[config.mk]
export PLATFORM = sky130hd
export DESIGN_NAME = dac_ctrl_core
export DESIGN_NICKNAME = d
export VERILOG_FILES = /design/src/rtl/dac_ctrl_pkg.sv /design/src/rtl/dac_pin_sync.sv /design/src/rtl/dac_cmd_decode.sv /design/src/rtl/dac_datapath.sv /design/src/rtl/dac_power_ctrl.sv /design/src/rtl/dac_ctrl_core.sv
export SDC_FILE = /design/constraint.sdc
export NUM_CORES = 1
export LEC_CHECK = 0
export BUFFER_PORTS_ARGS = -buffer_cell sky130_fd_sc_hd__buf_2
export CAP_MARGIN = 20
export CORE_ASPECT_RATIO = 1.1
export CORE_UTILIZATION = 54
export DETAILED_ROUTE_END_ITERATION = 8
export PLACE_DENSITY = 0.88
export SLEW_MARGIN = 10
export SYNTH_ARGS = -nofsm -noshare
export SYNTH_HDL_FRONTEND = slang
export SYNTH_SLANG_ARGS = --single-unit
[constraint.sdc]
create_clock -name clk -period 1.9 [get_ports clk]
set_clock_uncertainty 0.15 [all_clocks]
set_input_delay 0.19 -clock clk [delete_from_list [all_inputs] [get_ports clk]]
set_output_delay 0.19 -clock clk [all_outputs]
set_load 0.02 [all_outputs]
[src/rtl/dac_ctrl_pkg.sv]
package dac_ctrl_pkg;

  // Decoded action for one command word; all fields zero when idle.
  typedef struct packed {
    logic ld_in;    // write staging register
    logic ld_dac;   // write output register with word data
    logic copy;     // move staging register into output register
    logic sw_pd;    // software power-down request
    logic upo_wr;   // user output write
    logic upo_val;
    logic mode_wr;  // output mode write
    logic mode_val; // 1 = alternate mode
  } dac_act_t;

  localparam int unsigned CMD_W = 16;

endpackage

[src/rtl/dac_pin_sync.sv]
module dac_pin_sync #(
  parameter int unsigned N         = 4,
  parameter int unsigned STAGES    = 2,
  parameter logic [N-1:0] RESET_VAL = '0
) (
  input  logic         clk,
  input  logic         rst_n,
  input  logic [N-1:0] pin_i,
  output logic [N-1:0] pin_o
);

  logic [N-1:0] stg_q [STAGES];

  for (genvar g = 0; g < STAGES; g++) begin : g_stage
    if (g == 0) begin : g_first
      always_ff @(posedge clk or negedge rst_n) begin
        if (!rst_n) stg_q[g] <= RESET_VAL;
        else        stg_q[g] <= pin_i;
      end
    end else begin : g_rest
      always_ff @(posedge clk or negedge rst_n) begin
        if (!rst_n) stg_q[g] <= RESET_VAL;
        else        stg_q[g] <= stg_q[g-1];
      end
    end
  end

  assign pin_o = stg_q[STAGES-1];

endmodule

[src/rtl/dac_cmd_decode.sv]
module dac_cmd_decode
  import dac_ctrl_pkg::*;
(
  input  logic [CMD_W-1:0] word_i,
  input  logic             valid_i,
  output dac_act_t         act_o
);

  always_comb begin
    act_o = '0;
    if (valid_i) begin
      unique case (word_i[15:14])
        2'b00: act_o.ld_in = 1'b1;
        2'b01: act_o.copy  = 1'b1;
        2'b10: begin
          act_o.ld_in  = 1'b1;
          act_o.ld_dac = 1'b1;
        end
        default: begin
          unique case (word_i[13:12])
            2'b00: ;
            2'b01: act_o.sw_pd = 1'b1;
            2'b10: begin
              act_o.upo_wr  = 1'b1;
              act_o.upo_val = word_i[11];
            end
            default: begin
              act_o.mode_wr  = 1'b1;
              act_o.mode_val = ~word_i[11];
            end
          endcase
        end
      endcase
    end
  end

endmodule

[src/rtl/dac_datapath.sv]
module dac_datapath
  import dac_ctrl_pkg::*;
#(
  parameter int unsigned CODE_W = 14
) (
  input  logic              clk,
  input  logic              rst_n,
  input  dac_act_t          act_i,
  input  logic [CODE_W-1:0] data_i,
  input  logic              clr_i,
  input  logic              rst_sel_i,
  output logic [CODE_W-1:0] code_o
);

  localparam logic [CODE_W-1:0] MID_CODE = CODE_W'(1) << (CODE_W - 1);

  logic [CODE_W-1:0] in_q, in_d, dac_q, dac_d, clr_val;
  logic              in_en, dac_en;

  assign clr_val = rst_sel_i ? MID_CODE : '0;

  always_comb begin
    in_en  = clr_i | act_i.ld_in;
    dac_en = clr_i | act_i.ld_dac | act_i.copy;
    in_d   = clr_i ? clr_val : data_i;
    if (clr_i)             dac_d = clr_val;
    else if (act_i.ld_dac) dac_d = data_i;
    else                   dac_d = in_q;
  end

  always_ff @(posedge clk or negedge rst_n) begin
    if (!rst_n) begin
      in_q  <= '0;
      dac_q <= '0;
    end else begin
      if (in_en)  in_q  <= in_d;
      if (dac_en) dac_q <= dac_d;
    end
  end

  assign code_o = dac_q;

  a_r2_copy: assert property (@(posedge clk) disable iff (!rst_n)
    act_i.copy |=> (code_o == $past(in_q)));

  a_r10_clear: assert property (@(posedge clk) disable iff (!rst_n)
    clr_i |=> (code_o == ($past(rst_sel_i) ? MID_CODE : '0)) && (in_q == code_o));

  a_r1_hold_out: assert property (@(posedge clk) disable iff (!rst_n)
    (!clr_i && !act_i.ld_dac && !act_i.copy) |=> $stable(code_o));

endmodule

[src/rtl/dac_power_ctrl.sv]
module dac_power_ctrl
  import dac_ctrl_pkg::*;
#(
  parameter int unsigned SETTLE_CYC = 16
) (
  input  logic     clk,
  input  logic     rst_n,
  input  dac_act_t act_i,
  input  logic     lock_i,
  input  logic     pd_pin_i,
  input  logic     clr_i,
  output logic     pd_o,
  output logic     upo_o,
  output logic     mode_o,
  output logic     valid_o
);

  localparam int unsigned CW = $clog2(SETTLE_CYC + 1);

  logic          pd_q, pd_d, upo_q, upo_d, mode_q, mode_d;
  logic          lock_prev_q, pdpin_prev_q;
  logic [CW-1:0] cnt_q, cnt_d;
  logic          lock_fall, pd_rise, enter, leave, upo_en, mode_en;

  always_comb begin
    lock_fall = lock_prev_q & ~lock_i;
    pd_rise   = pd_pin_i & ~pdpin_prev_q;
    enter     = lock_i & (act_i.sw_pd | pd_rise);
    leave     = lock_fall | act_i.copy | act_i.ld_dac;

    if (leave)      pd_d = 1'b0;
    else if (enter) pd_d = 1'b1;
    else            pd_d = pd_q;

    upo_en = clr_i | (act_i.upo_wr & ~pd_q);
    upo_d  = clr_i ? 1'b0 : act_i.upo_val;

    mode_en = act_i.mode_wr;
    mode_d  = act_i.mode_val;

    if (pd_q && leave)  cnt_d = CW'(SETTLE_CYC);
    else if (cnt_q != 0) cnt_d = cnt_q - 1'b1;
    else                cnt_d = cnt_q;
  end

  always_ff @(posedge clk or negedge rst_n) begin
    if (!rst_n) begin
      pd_q         <= 1'b0;
      upo_q        <= 1'b0;
      mode_q       <= 1'b0;
      lock_prev_q  <= 1'b0;
      pdpin_prev_q <= 1'b0;
      cnt_q        <= '0;
    end else begin
      pd_q         <= pd_d;
      lock_prev_q  <= lock_i;
      pdpin_prev_q <= pd_pin_i;
      cnt_q        <= cnt_d;
      if (upo_en)  upo_q  <= upo_d;
      if (mode_en) mode_q <= mode_d;
    end
  end

  assign pd_o    = pd_q;
  assign upo_o   = upo_q;
  assign mode_o  = mode_q;
  assign valid_o = ~pd_q & (cnt_q == 0);

  a_r12_invalid_in_pd: assert property (@(posedge clk) disable iff (!rst_n)
    pd_o |-> !valid_o);

  a_r7_gate: assert property (@(posedge clk) disable iff (!rst_n)
    (!pd_o && !lock_i) |=> !pd_o);

  a_r8_stay: assert property (@(posedge clk) disable iff (!rst_n)
    (pd_o && lock_i && !act_i.copy && !act_i.ld_dac) |=> pd_o);

  a_r11_upo_hold: assert property (@(posedge clk) disable iff (!rst_n)
    (pd_o && !clr_i) |=> $stable(upo_o));

  a_r12_settle_low: assert property (@(posedge clk) disable iff (!rst_n)
    (pd_o && !pd_d) |=> !valid_o);

endmodule

[src/rtl/dac_ctrl_core.sv]
module dac_ctrl_core
  import dac_ctrl_pkg::*;
#(
  parameter int unsigned CODE_W      = 14,
  parameter int unsigned SYNC_STAGES = 2,
  parameter int unsigned SETTLE_CYC  = 16
) (
  input  logic              clk,
  input  logic              rst_n,
  input  logic [CMD_W-1:0]  cmd_word,
  input  logic              cmd_valid,
  input  logic              lockout,
  input  logic              pd_pin,
  input  logic              clr_n,
  input  logic              rst_sel,
  output logic [CODE_W-1:0] code_out,
  output logic              pd_flag,
  output logic              user_out,
  output logic              mode_alt,
  output logic              out_valid
);

  localparam int unsigned NPIN = 4;

  logic [1:0]      rst_pipe_q;
  logic            rst_i_n;
  logic [NPIN-1:0] pins_s;
  logic            lock_s, pdpin_s, clr_s, sel_s;
  dac_act_t        act_raw, act_g;

  // Reset: asserted asynchronously, released after two clock edges.
  always_ff @(posedge clk or negedge rst_n) begin
    if (!rst_n) rst_pipe_q <= 2'b00;
    else        rst_pipe_q <= {rst_pipe_q[0], 1'b1};
  end
  assign rst_i_n = rst_pipe_q[1];

  dac_pin_sync #(
    .N(NPIN), .STAGES(SYNC_STAGES), .RESET_VAL(4'b0100)
  ) u_sync (
    .clk   (clk),
    .rst_n (rst_i_n),
    .pin_i ({rst_sel, clr_n, pd_pin, lockout}),
    .pin_o (pins_s)
  );

  assign lock_s  = pins_s[0];
  assign pdpin_s = pins_s[1];
  assign clr_s   = ~pins_s[2];
  assign sel_s   = pins_s[3];

  dac_cmd_decode u_dec (
    .word_i  (cmd_word),
    .valid_i (cmd_valid),
    .act_o   (act_raw)
  );

  // Clear overrides every command while it is held.
  assign act_g = clr_s ? '0 : act_raw;

  dac_datapath #(.CODE_W(CODE_W)) u_dp (
    .clk       (clk),
    .rst_n     (rst_i_n),
    .act_i     (act_g),
    .data_i    (cmd_word[CODE_W-1:0]),
    .clr_i     (clr_s),
    .rst_sel_i (sel_s),
    .code_o    (code_out)
  );

  dac_power_ctrl #(.SETTLE_CYC(SETTLE_CYC)) u_pwr (
    .clk      (clk),
    .rst_n    (rst_i_n),
    .act_i    (act_g),
    .lock_i   (lock_s),
    .pd_pin_i (pdpin_s),
    .clr_i    (clr_s),
    .pd_o     (pd_flag),
    .upo_o    (user_out),
    .mode_o   (mode_alt),
    .valid_o  (out_valid)
  );

  a_r10_cmd_ignored: assert property (@(posedge clk) disable iff (!rst_i_n)
    clr_s |=> (user_out == 1'b0));

  a_r9_code_frozen: assert property (@(posedge clk) disable iff (!rst_i_n)
    (pd_flag && !clr_s && !(cmd_valid && cmd_word[15:14] != 2'b00 && cmd_word[15:14] != 2'b11))
      |=> $stable(code_out));

endmodule

==> out/metrics.csv, run 1 <==
stage;metric;value;unit
pwr;VDD IR max;0.000727;V
pwr;total power;2.49;mW
clock_network;clock root cell;clkbuf_8;
global_route;vias in the first global route;1627;
sta;Fin. Hold Viols;0;
clock_network;CTS tree;done;
synthesis;ranking of synthesized cells by area;dfrtp_1 57%, nand2_1 8.3%, a2bb2oi_1 6.5%;
synthesis;fraction of registers with async set/reset;100;%
layout;final instance area;2640;sq um
sta;Pins Over Slew Limit;0;
detailed_routing;Post-Route WL;4640;microns
layout;Reg area;1200;sq um
sta;final setup TNS;-0.0496;ns
sta;Least-Margin Pin Slew;0.594;ns
global_route;initial antenna violation count;0;
synthesis;flops & latches, synth;48;
floorplanning;Die H;66.3;microns
sta;Final WS setup;-0.0496;ns
synthesis;Synth cell types;34;
synthesis;post-synthesis sequential area ratio;59.2;%
synthesis;cell type with the largest total area after synthesis;dfrtp_1;
detailed_routing;Pre-antenna DRT Iters;4;
setup_path;crit-path cells;inv_2, ha_4, or4b_4, nor2_4, buf_6;
setup_path;CP Buf/Inv Count;2;
run_status;status;complete, but fails checks;
sta;Fmax;513;MHz
synthesis;Mapped Cells;191;
setup_path;Max Fanout on Critical Path;2;
pwr;Pleak;1.21;nW
setup_path;crit path DAT;1.61;ns
setup_path;CP top delay family;simple AND/OR/NAND/NOR gates;
global_route;GR Overflow Total;0;
sta;Final setup viols;1;
floorplanning;core area;3630;sq um
sta;RSZ-0062 raised after global routing;yes;
detailed_routing;Routed WL per cell;15.1;microns
job;Max Cap Violations;0;
clock_network;total CTS buffers;5;
synthesis;Synth Cell Area;2030;sq um
sta;Final Cycle Share;103;%
global_route;first-pass GRT wire length;7490;microns
detailed_routing;drt initial violations;112;
floorplanning;row count;23;
floorplanning;die area;4010;sq um
layout;Syn-to-layout area delta;29.7;%
synthesis;Post-Syn Area per Cell;10.6;sq um
global_route;largest net degree at the start of global routing;42;
layout;Util after Layout;72.7;%
synthesis;EDFF count, synth;0;
place;HPWL Detailed;2860;microns
clock_network;clock sinks;48;
synthesis;Synth Flop Type;dfrtp_1;
synthesis;Yosys Warn Count;0;
floorplanning;Top-Level Pins;41;
setup_path;nature of the critical path endpoint;output port;
layout;Multi-input gate area;768;sq um
detailed_routing;vias;1725;
detailed_routing;Final ANT Viol Nets;0;
layout;ANT cells;0;
setup_path;critical path class;reg2out;
layout;Layout Nets;280;
floorplanning;Initial Utilization;56.0;%
clock_network;clk_lat worst skew;0.31;ns
clock_network;Max Root-Sink Buffers;2;
floorplanning;die width;60.5;microns
synthesis;Yosys top cell area share;56.7;%
setup_path;CP max-delay cell;or4b_4;
setup_path;type of origin of the critical path;register;
sta;Hold Slack;0.00694;ns
layout;layout cell share with drive strength beyond 1;27.6;%
sta;Slew HR;60.4;%
detailed_routing;DR vias/cell;5.62;
detailed_routing;# DRC;0;
place;GP Congestion;0.764;
sta;post-layout minimum cycle time;1.95;ns
place;placed instance area;2310;sq um
global_route;aggregate global-route resource usage;26.2;%
hold_path;Hold Path Class;in2reg;
setup_path;CP max stage delay;0.48;ns
run_status;failing checks;negative setup slack;
place;IO buf count;40;
clock_network;clk slew on worst S/H paths;0.09;ns
synthesis;syn nets;215;
layout;fillers;256;
setup_path;worst path required time;1.56;ns
pwr;Power Dens Cells;943;nW/um^2
clock_network;H-tree levels;2;
-- repair_timing --
action	CTS	global route
hold buffers	18	0
hold endpoints to repair	33	0
buffers inserted	4	0
setup endpoints to repair	1	1
pin swaps	2	1
resized for setup	9	0
-- layout by cell type, fill, tap and decap left out, types with 2 or more instances in the layout --
master,synthesis,routed
a22oi_1,2,2
nand2b_1,3,3
buf_4,2,12
a21oi_1,16,16
inv_1,5,3
o31ai_1,2,2
a2bb2oi_1,15,15
nand3b_1,3,3
clkbuf_8,0,5
buf_2,7,39
nand2_1,45,45
dfrtp_1,46,45
dfstp_2,2,2
xnor2_1,2,2
dlygate4sd3_1,0,18
nor2_1,3,2
o211ai_1,14,14
a31oi_1,2,2
inv_2,0,2
nand4_1,2,2
-- flip-flops by register name, indices dropped and copies added (netlist names), 2 cells and up --
register	count
rst_pipe_q	2
u_dp.code_o	14
u_dp.in_q	14
u_sync.pin_o	4
u_pwr.cnt_q	5
u_sync.stg_q	4
-- tightest hold or removal path: cells and delay by family --
family                 cells  cell delay [ns]
AOI/OAI and AO/OA          1             0.05
and+or+nand+nor            1             0.06
buffers and inverters      1             0.13
-- cells in the mapped netlist, types with 2 or more instances --
master     instances
buf_4              2
buf_2              7
dfstp_2            2
a22oi_1            2
a21oi_1           16
nand3b_1           3
buf_1              3
nand2_1           45
xnor2_1            2
nand4_1            2
or4b_1             2
inv_1              5
nor2_1             3
o31ai_1            2
a2bb2oi_1         15
o211ai_1          14
dfrtp_1           46
nand2b_1           3
a31oi_1            2
-- layout make-up --
class                   instances  area share, %
flip-flops and latches         48           45.7
multi-input cells             125           29.1
repair buffers                 71           18.8
clock buffers                   6           2.75
well taps                      50           2.37
inverters                       5          0.712
clock inverters                 2          0.475
-- layer usage --
metal	GRT usage (%)	part of all wire, %
met5	0	0
met4	10.2	2.2
met3	7.05	5.2
met2	43.3	52
met1	32.1	41
-- cell families after synthesis --
| family | count (synthesis) | share of synthesized area (%) |
|---|---|---|
| AOI/OAI and AO/OA | 55 | 19.4 |
| xor gates and xnor gates | 2 | 0.862 |
| adders and majority gates | 1 | 0.616 |
| buffers and inverters | 18 | 4.13 |
| DFF | 48 | 59.2 |
| other | 1 | 0.185 |
| and+or+nand+nor | 66 | 15.6 |
-- report_power, final --
part	internal [mW]	switching (mW)
Sequential	1.14	0.0879
Clock	0.257	0.335
Combinational	0.347	0.320
Total	1.74	0.742
-- metrics by stage --
stage                     setup WS (ns)  cells
after detailed placement        -0.0166    277
final                           -0.0496    307
after global placement           0.0956    277
after floorplan                  0.0700    191
after global routing             -0.105    307
after CTS                       -0.0731    307
-- path summary, 6_finish.rpt --
check	endpoint	cells past startpoint	slack, ns	start
min in group asynchronous	rst_pipe_q[0]$_DFF_PN0_	2	0.06	rst_n
min reg2reg	u_sync.stg_q[6]$_DFF_PN1_	0	0.10	rst_pipe_q[1]$_DFF_PN0_
max in group asynchronous	u_sync.stg_q[5]$_DFF_PN0_	1	0.88	rst_pipe_q[1]$_DFF_PN0_
max	out_valid	5	-0.05	u_pwr.cnt_q[1]$_DFFE_PN0P_
min	u_dp.code_o[12]$_DFFE_PN0P_	3	0.007	cmd_word[12]
max reg2reg	u_pwr.cnt_q[1]$_DFFE_PN0P_	5	0.17	u_pwr.cnt_q[1]$_DFFE_PN0P_
Power figures use the tool's default switching activity.
==> run 2, diff against run 1 <==
--- a/config.mk
+++ b/config.mk
@@ -10,7 +10,7 @@
 export CORE_ASPECT_RATIO = 1.1
 export CORE_UTILIZATION = 54
 export DETAILED_ROUTE_END_ITERATION = 8
-export PLACE_DENSITY = 0.88
+export PLACE_DENSITY = 0.79
 export SLEW_MARGIN = 10
 export SYNTH_ARGS = -nofsm -noshare
 export SYNTH_HDL_FRONTEND = slang
==> out/metrics.csv, run 2 (synthesis gave the netlist of run 1 again) <==
stage;metric;value;unit;change
run_status;status;complete, but fails checks;;
run_status;failing checks;negative setup slack;;
detailed_routing;Pre-antenna DRT Iters;4;;unchanged
hold_path;Hold Path Cell Cnt;3;;unchanged
sta;Final WS setup;-0.0193;ns;+0.0304 ns
place;IO buf count;40;;unchanged
sta;post-layout minimum cycle time;1.92;ns;-0.0304 ns
pwr;clock share of power;24.8;%;+1.0 points
sta;Slew HR;59.8;%;-0.61 points
floorplanning;Top-Level Pins;41;;unchanged
sta;Final setup viols;1;;unchanged
setup_path;Max Fanout on Critical Path;2;;unchanged
setup_path;crit path from;u_pwr.cnt_q[0]$_DFFE_PN0P_;;
place;GP Congestion;0.787;;+3.0%
sta;RSZ-0062 raised after global routing;yes;;
setup_path;type of origin of the critical path;register;;
sta;Fin. Hold Viols;0;;unchanged
pwr;VDD IR max;0.000579;V;-20%
job;Max Cap Violations;0;;unchanged
floorplanning;Die H;66.3;microns;unchanged
pwr;Sw Pwr;0.711;mW;-4.2%
pwr;Pleak;1.22;nW;+1.2%
pwr;cell internal pwr;1.78;mW;+1.9%
setup_path;r2r endpoint;u_pwr.cnt_q[1]$_DFFE_PN0P_;;
setup_path;worst reg2reg path startpoint;u_pwr.cnt_q[0]$_DFFE_PN0P_;;
sta;Hold Slack;0.0276;ns;+0.0207 ns
clock_network;clock root cell;clkbuf_8;;
setup_path;CP max stage delay;0.47;ns;about the same
hold_path;hold_sp;cmd_word[12];;
setup_path;nature of the critical path endpoint;output port;;
pwr;sequential share of power;49.4;%;about the same
global_route;GR Overflow Total;0;;unchanged
place;dpl cells;279;;+0.72%
floorplanning;die width;60.5;microns;unchanged
layout;ANT cells;0;;unchanged
floorplanning;core area;3630;sq um;unchanged
clock_network;CTS tree;done;;
setup_path;crit-path cells;inv_2, ha_4, or4b_4, nor2_4, buf_6;;
hold_path;Hold Path Class;in2reg;;
clock_network;clk slew on worst S/H paths;0.08;ns;about the same
setup_path;R2R depth;5;;unchanged
detailed_routing;Final ANT Viol Nets;0;;unchanged
global_route;aggregate global-route resource usage;24.3;%;-1.9 points
clock_network;clk_lat worst skew;0.30;ns;about the same
clock_network;Max Root-Sink Buffers;2;;unchanged
pwr;combinational fraction of design power;25.8;%;-1.0 points
global_route;largest net degree at the start of global routing;30;;-29%
clock_network;total CTS buffers;5;;unchanged
sta;Least-Margin Pin Slew;0.603;ns;+0.00919 ns
setup_path;R2R setup slack;0.17;ns;about the same
sta;Pins Over Slew Limit;0;;unchanged
floorplanning;Initial Utilization;56.0;%;unchanged
setup_path;worst path required time;1.56;ns;about the same
floorplanning;row count;23;;unchanged
detailed_routing;# DRC;0;;unchanged
pwr;Power Dens Cells;940;nW/um^2;-0.40%
setup_path;crit path DAT;1.58;ns;-0.03 ns
detailed_routing;DR vias/cell;5.40;;-3.8%
sta;Final Cycle Share;101;%;-1.6 points
setup_path;critical path class;reg2out;;
layout;fillers;268;;+4.7%
detailed_routing;drt initial violations;118;;+5.4%
floorplanning;die area;4010;sq um;unchanged
global_route;first-pass GRT wire length;7170;microns;-4.3%
global_route;vias in the first global route;1647;;+1.2%
setup_path;Worst Setup EP;out_valid;;
layout;non-filler cells, final;308;;+0.33%
detailed_routing;Routed WL per cell;14.0;microns;-7.8%
layout;most frequent cells in the layout;45 x nand2_1, 45 x dfrtp_1, 39 x buf_2;;
detailed_routing;vias;1664;;-3.5%
clock_network;clock sinks;48;;unchanged
place;HPWL Detailed;2740;microns;-4.3%
pwr;switching share of total power;28.6;%;-1.3 points
layout;Syn-to-layout area delta;30.4;%;
layout;layout cell share with drive strength beyond 1;28.7;%;+1.1 points
clock_network;H-tree levels;2;;unchanged
setup_path;CP max-delay cell;or4b_4;;
layout;Layout Nets;281;;+0.36%
detailed_routing;Post-Route WL;4300;microns;-7.5%
global_route;initial antenna violation count;0;;unchanged
sta;Fmax;521;MHz;+1.6%
## run 2: changes by cell type in the layout (fill, tap and decap cells not counted), sizes merged
| cell | previous run | this run |
|---|---|---|
| buf | 53 | 55 |
| clkinv | 1 | 2 |
| dlygate4sd3 | 18 | 17 |
| clkinvlp | 1 | 0 |
## run 2: power by group through the flow
| stage | sequential [mW] | clock (mW) | combinational (mW) |
|---|---|---|---|
| 2_1_floorplan | 1.27 | 0 | 0.326 |
| 3_3_place_gp | 1.25 | 0 | 0.487 |
| 3_5_place_dp | 1.25 | 0 | 0.498 |
| 4_1_cts | 1.23 | 0.626 | 0.631 |
| 5_1_grt | 1.25 | 0.668 | 0.705 |
| 6_report | 1.23 | 0.616 | 0.642 |
## run 2: worst min path at each step
stage,endpoint,slack (ns)
floorplan,rst_pipe_q[0]$_DFF_PN0_,-0.26
global placement,rst_pipe_q[0]$_DFF_PN0_,-0.17
detailed placement,rst_pipe_q[0]$_DFF_PN0_,-0.17
CTS,u_dp.code_o[12]$_DFFE_PN0P_,0.03
global route,u_dp.in_q[12]$_DFFE_PN0P_,0.03
finish,u_dp.code_o[12]$_DFFE_PN0P_,0.03
## run 2: critical path: cells and delay by family, from the launching register on
| family | cells | cell delay (ns) |
|---|---|---|
| adders and majority gates | 1 | 0.13 |
| buffers and inverters | 2 | 0.20 |
| DFF | 1 | 0.39 |
| and+or+nand+nor | 2 | 0.57 |
## run 2: final cells by class
| cell class | instances | area (sq um) | share of cell area, % |
|---|---|---|---|
| clock buffer | 6 | 82.6 | 3.12 |
| timing repair buffer | 72 | 502 | 18.9 |
| inverter | 5 | 18.8 | 0.709 |
| multi-input combinational | 125 | 768 | 29.0 |
| sequential | 48 | 1200 | 45.5 |
| tap | 50 | 62.6 | 2.36 |
| clock inverter | 2 | 10.0 | 0.378 |
## run 2: stage by stage
step | util, % | power [mW] | area (sq um) | setup WS (ns) | TNS, ns
floorplan | - | 1.60 | 2030 | 0.0700 | 0
finish | 73.1 | 2.49 | 2650 | -0.0193 | -0.0193
detailed placement | 64.1 | 1.75 | 2330 | 0.0517 | 0
global placement | 64.1 | 1.73 | 2330 | 0.0861 | 0
global route | 73.1 | 2.62 | 2650 | -0.0695 | -0.0695
CTS | 72.7 | 2.49 | 2640 | -0.0492 | -0.0492
## run 2: timing repair
| action | 4_1_cts | 5_1_grt |
|---|---|---|
| setup buffers | 4 | 0 |
| endpoints found under the setup margin | 1 | 1 |
| hold buffers | 17 | 0 |
| hold endpoints to repair | 28 | 0 |
| resized for setup | 6 | 3 |
| pin swaps | 2 | 2 |
## run 2: routing by layer
layer	global-route usage, %	vias up	routed length (microns)	part of all wire, %
met5	0	-	0	0
li1	-	809	-	-
met2	38.9	47	2170	51
met4	11.6	0	82	1.9
met3	3.91	11	159	3.7
met1	31.7	797	1880	44
==> run 3, diff against run 2 <==
--- a/config.mk
+++ b/config.mk
@@ -5,12 +5,14 @@
 export SDC_FILE = /design/constraint.sdc
 export NUM_CORES = 1
 export LEC_CHECK = 0
+export ABC_AREA = 1
 export BUFFER_PORTS_ARGS = -buffer_cell sky130_fd_sc_hd__buf_2
 export CAP_MARGIN = 20
 export CORE_ASPECT_RATIO = 1.1
 export CORE_UTILIZATION = 54
 export DETAILED_ROUTE_END_ITERATION = 8
-export PLACE_DENSITY = 0.79
+export PLACE_DENSITY = 0.78
+export REMOVE_ABC_BUFFERS = 1
 export SLEW_MARGIN = 10
 export SYNTH_ARGS = -nofsm -noshare
 export SYNTH_HDL_FRONTEND = slang
==> out/metrics.csv, run 3 <==
stage;metric;value;unit;change
synthesis;cell with the most instances after synthesis;nand2_1;;
pwr;clock share of power;25.5;%;+0.7 points
clock_network;clock root cell;clkbuf_8;;
floorplanning;Top-Level Pins;41;;unchanged
floorplanning;row count;23;;unchanged
pwr;combinational fraction of design power;24.2;%;-1.6 points
layout;Reg area;1200;sq um;unchanged
detailed_routing;Final ANT Viol Nets;0;;unchanged
detailed_routing;Post-Route WL;4520;microns;+5.3%
detailed_routing;drt initial violations;128;;+8.5%
layout;ANT cells;0;;unchanged
pwr;cell internal pwr;1.66;mW;-6.6%
floorplanning;Die H;68.4;microns;+3.2%
synthesis;ranking of synthesized cells by area;dfrtp_1 53%, nand2_1 18%, nand3_1 11%;;
pwr;VDD IR max;0.000655;V;+13%
layout;Multi-input gate area;828;sq um;+7.8%
pwr;switching share of total power;29.8;%;+1.3 points
synthesis;Yosys top cell area share;53.1;%;-3.5 points
setup_path;Max Fanout on Critical Path;5;;+3
sta;Hold Slack;-0.000277;ns;-0.0279 ns
setup_path;crit path from;u_pwr.cnt_q[1]$_DFFE_PN0P_;;
synthesis;fraction of registers with async set/reset;100;%;unchanged
place;GP Congestion;0.809;;+2.8%
setup_path;R2R setup slack;0.30;ns;+0.13 ns
floorplanning;die width;62.4;microns;+3.2%
run_status;failing checks;negative hold slack;;
setup_path;worst reg2reg path startpoint;u_sync.pin_o[2]$_DFF_PN1_;;
pwr;Pleak;1.53;nW;+25%
layout;Syn-to-layout area delta;24.4;%;
synthesis;synth cell count leaders;106 x nand2_1, 48 x nand3_1, 46 x dfrtp_1;;
hold_path;Hold Path Class;reg2async;;
floorplanning;Initial Utilization;57.9;%;+1.9 points
global_route;GR Overflow Total;0;;unchanged
detailed_routing;# DRC;0;;unchanged
detailed_routing;DR vias/cell;4.94;;-8.6%
sta;Fmax;566;MHz;+8.6%
sta;Final Cycle Share;93.0;%;-8.0 points
synthesis;Synth Cell Area;2170;sq um;+6.7%
global_route;initial antenna violation count;0;;unchanged
place;HPWL Detailed;2940;microns;+7.4%
setup_path;critical path class;reg2out;;
floorplanning;die area;4270;sq um;+6.4%
layout;fillers;325;;+21%
synthesis;Synth Flop Type;dfrtp_1;;
synthesis;cell type with the largest total area after synthesis;dfrtp_1;;
layout;most frequent cells in the layout;106 x nand2_1, 48 x nand3_1, 45 x dfrtp_1;;
pwr;Power Dens Cells;878;nW/um^2;-6.5%
global_route;aggregate global-route resource usage;23.7;%;-0.60 points
setup_path;nature of the critical path endpoint;output port;;
layout;Util after Layout;72.0;%;-1.0 points
sta;Final setup viols;0;;-1
detailed_routing;vias;1837;;+10%
pwr;sequential share of power;50.4;%;+1.0 points
clock_network;clock sinks;48;;unchanged
clock_network;clk slew on worst S/H paths;0.08;ns;about the same
synthesis;flops & latches, synth;48;;unchanged
layout;commonest non-fill, non-tap cell in the layout;nand2_1;;
global_route;first-pass GRT wire length;7540;microns;+5.2%
synthesis;EDFF count, synth;0;;unchanged
sta;RSZ-0062 raised after global routing;no;;
pwr;Sw Pwr;0.706;mW;-0.66%
synthesis;Post-Syn Area per Cell;8.27;sq um;-22%
setup_path;type of origin of the critical path;register;;
sta;post-layout minimum cycle time;1.77;ns;-0.151 ns
setup_path;crit path DAT;1.43;ns;-0.15 ns
global_route;vias in the first global route;1694;;+2.9%
sta;final setup TNS;0;ns;+0.0193 ns
global_route;largest net degree at the start of global routing;35;;+17%
clock_network;CTS tree;done;;
clock_network;total CTS buffers;5;;unchanged
synthesis;Synth cell types;23;;-32%
detailed_routing;Pre-antenna DRT Iters;4;;unchanged
setup_path;worst path required time;1.56;ns;about the same
job;Max Cap Violations;0;;unchanged
synthesis;post-synthesis sequential area ratio;55.5;%;-3.7 points
layout;layout cell share with drive strength beyond 1;19.9;%;-8.8 points
run_status;status;complete, but fails checks;;
synthesis;Yosys Warn Count;0;;unchanged
clock_network;Max Root-Sink Buffers;2;;unchanged
floorplanning;core area;3740;sq um;+3.2%
clock_network;clk_lat worst skew;0.30;ns;about the same
sta;Fin. Hold Viols;2;;+2
setup_path;R2R depth;6;;+1
place;IO buf count;40;;unchanged
clock_network;H-tree levels;2;;unchanged
sta;Pins Over Slew Limit;0;;unchanged
layout;Layout Nets;345;;+23%
detailed_routing;Routed WL per cell;12.2;microns;-13%
synthesis;Mapped Cells;262;;+37%
setup_path;r2r endpoint;u_dp.code_o[10]$_DFFE_PN0P_;;
==> run 3: worst max-delay path, stage by stage, from the launching register on <==
cell and delay (ns):
dfrtp_1 0.37, inv_1 0.13, ha_4 0.17, nand3b_1 0.17
nor2_1 0.14, buf_4 0.15
==> run 3: worst max-delay path by stage <==
stage          slack [ns]                    endpoint  cells past startpoint
3_3_place_gp         0.35  u_dp.code_o[1]$_DFFE_PN0P_                      5
2_1_floorplan        0.07  u_dp.code_o[3]$_DFFE_PN0P_                      6
5_1_grt             0.009                   out_valid                      5
3_5_place_dp         0.33  u_dp.code_o[2]$_DFFE_PN0P_                      6
4_1_cts              0.07                   out_valid                      5
6_report             0.13                   out_valid                      5
==> run 3: cell type report <==
cell class                 count  area share (%)
sequential                    48            44.7
clock buffer                   8            3.34
inverter                      19            2.65
multi-input combinational    183            30.7
tap                           50            2.32
timing repair buffer          64            16.2
==> run 3: cells by family after synthesis <==
logic type | synth area share [%]
AOI/OAI and AO/OA | 2.08
adders and majority gates | 0.577
buffers and inverters | 6.81
DFF | 55.5
other | 0.173
and+or+nand+nor | 34.8
==> run 3: metal layers <==
metal | GRT usage, % | wire, microns | vias up
li1 | - | - | 944
met1 | 31.4 | 2120 | 816
met2 | 36.3 | 2040 | 63
met3 | 4.33 | 223 | 14
met4 | 15.1 | 140 | 0
met5 | 0 | 0 | -
==> run 3: what timing repair did <==
| item | 4_1_cts | 5_1_grt |
|---|---|---|
| hold buffers | 17 | 0 |
| endpoints found under the setup margin | 0 | 1 |
| hold endpoints to repair | 18 | 0 |
| setup buffers | 0 | 2 |
| resized for setup | 0 | 3 |
==> run 3: through the flow <==
stage               instance area, sq um  worst slack, ns  hold slack (ns)  std cells  total power [mW]
global placement                    2400            0.347           -0.174        345              1.69
CTS                                 2670           0.0688           0.0151        370              2.34
detailed placement                  2400            0.325           -0.174        345              1.70
finish                              2700            0.132        -0.000277        372              2.37
floorplan                           2090           0.0656           -0.256        250              1.55
global route                        2700          0.00945           0.0345        372              2.54
==> run 3: power by group through the flow <==
stage	Sequential, mW	Combinational [mW]	Clock, mW
after CTS	1.19	0.519	0.626
after detailed placement	1.21	0.488	0
final	1.19	0.572	0.603
after global routing	1.21	0.668	0.661
after global placement	1.21	0.481	0
after floorplan	1.25	0.300	0
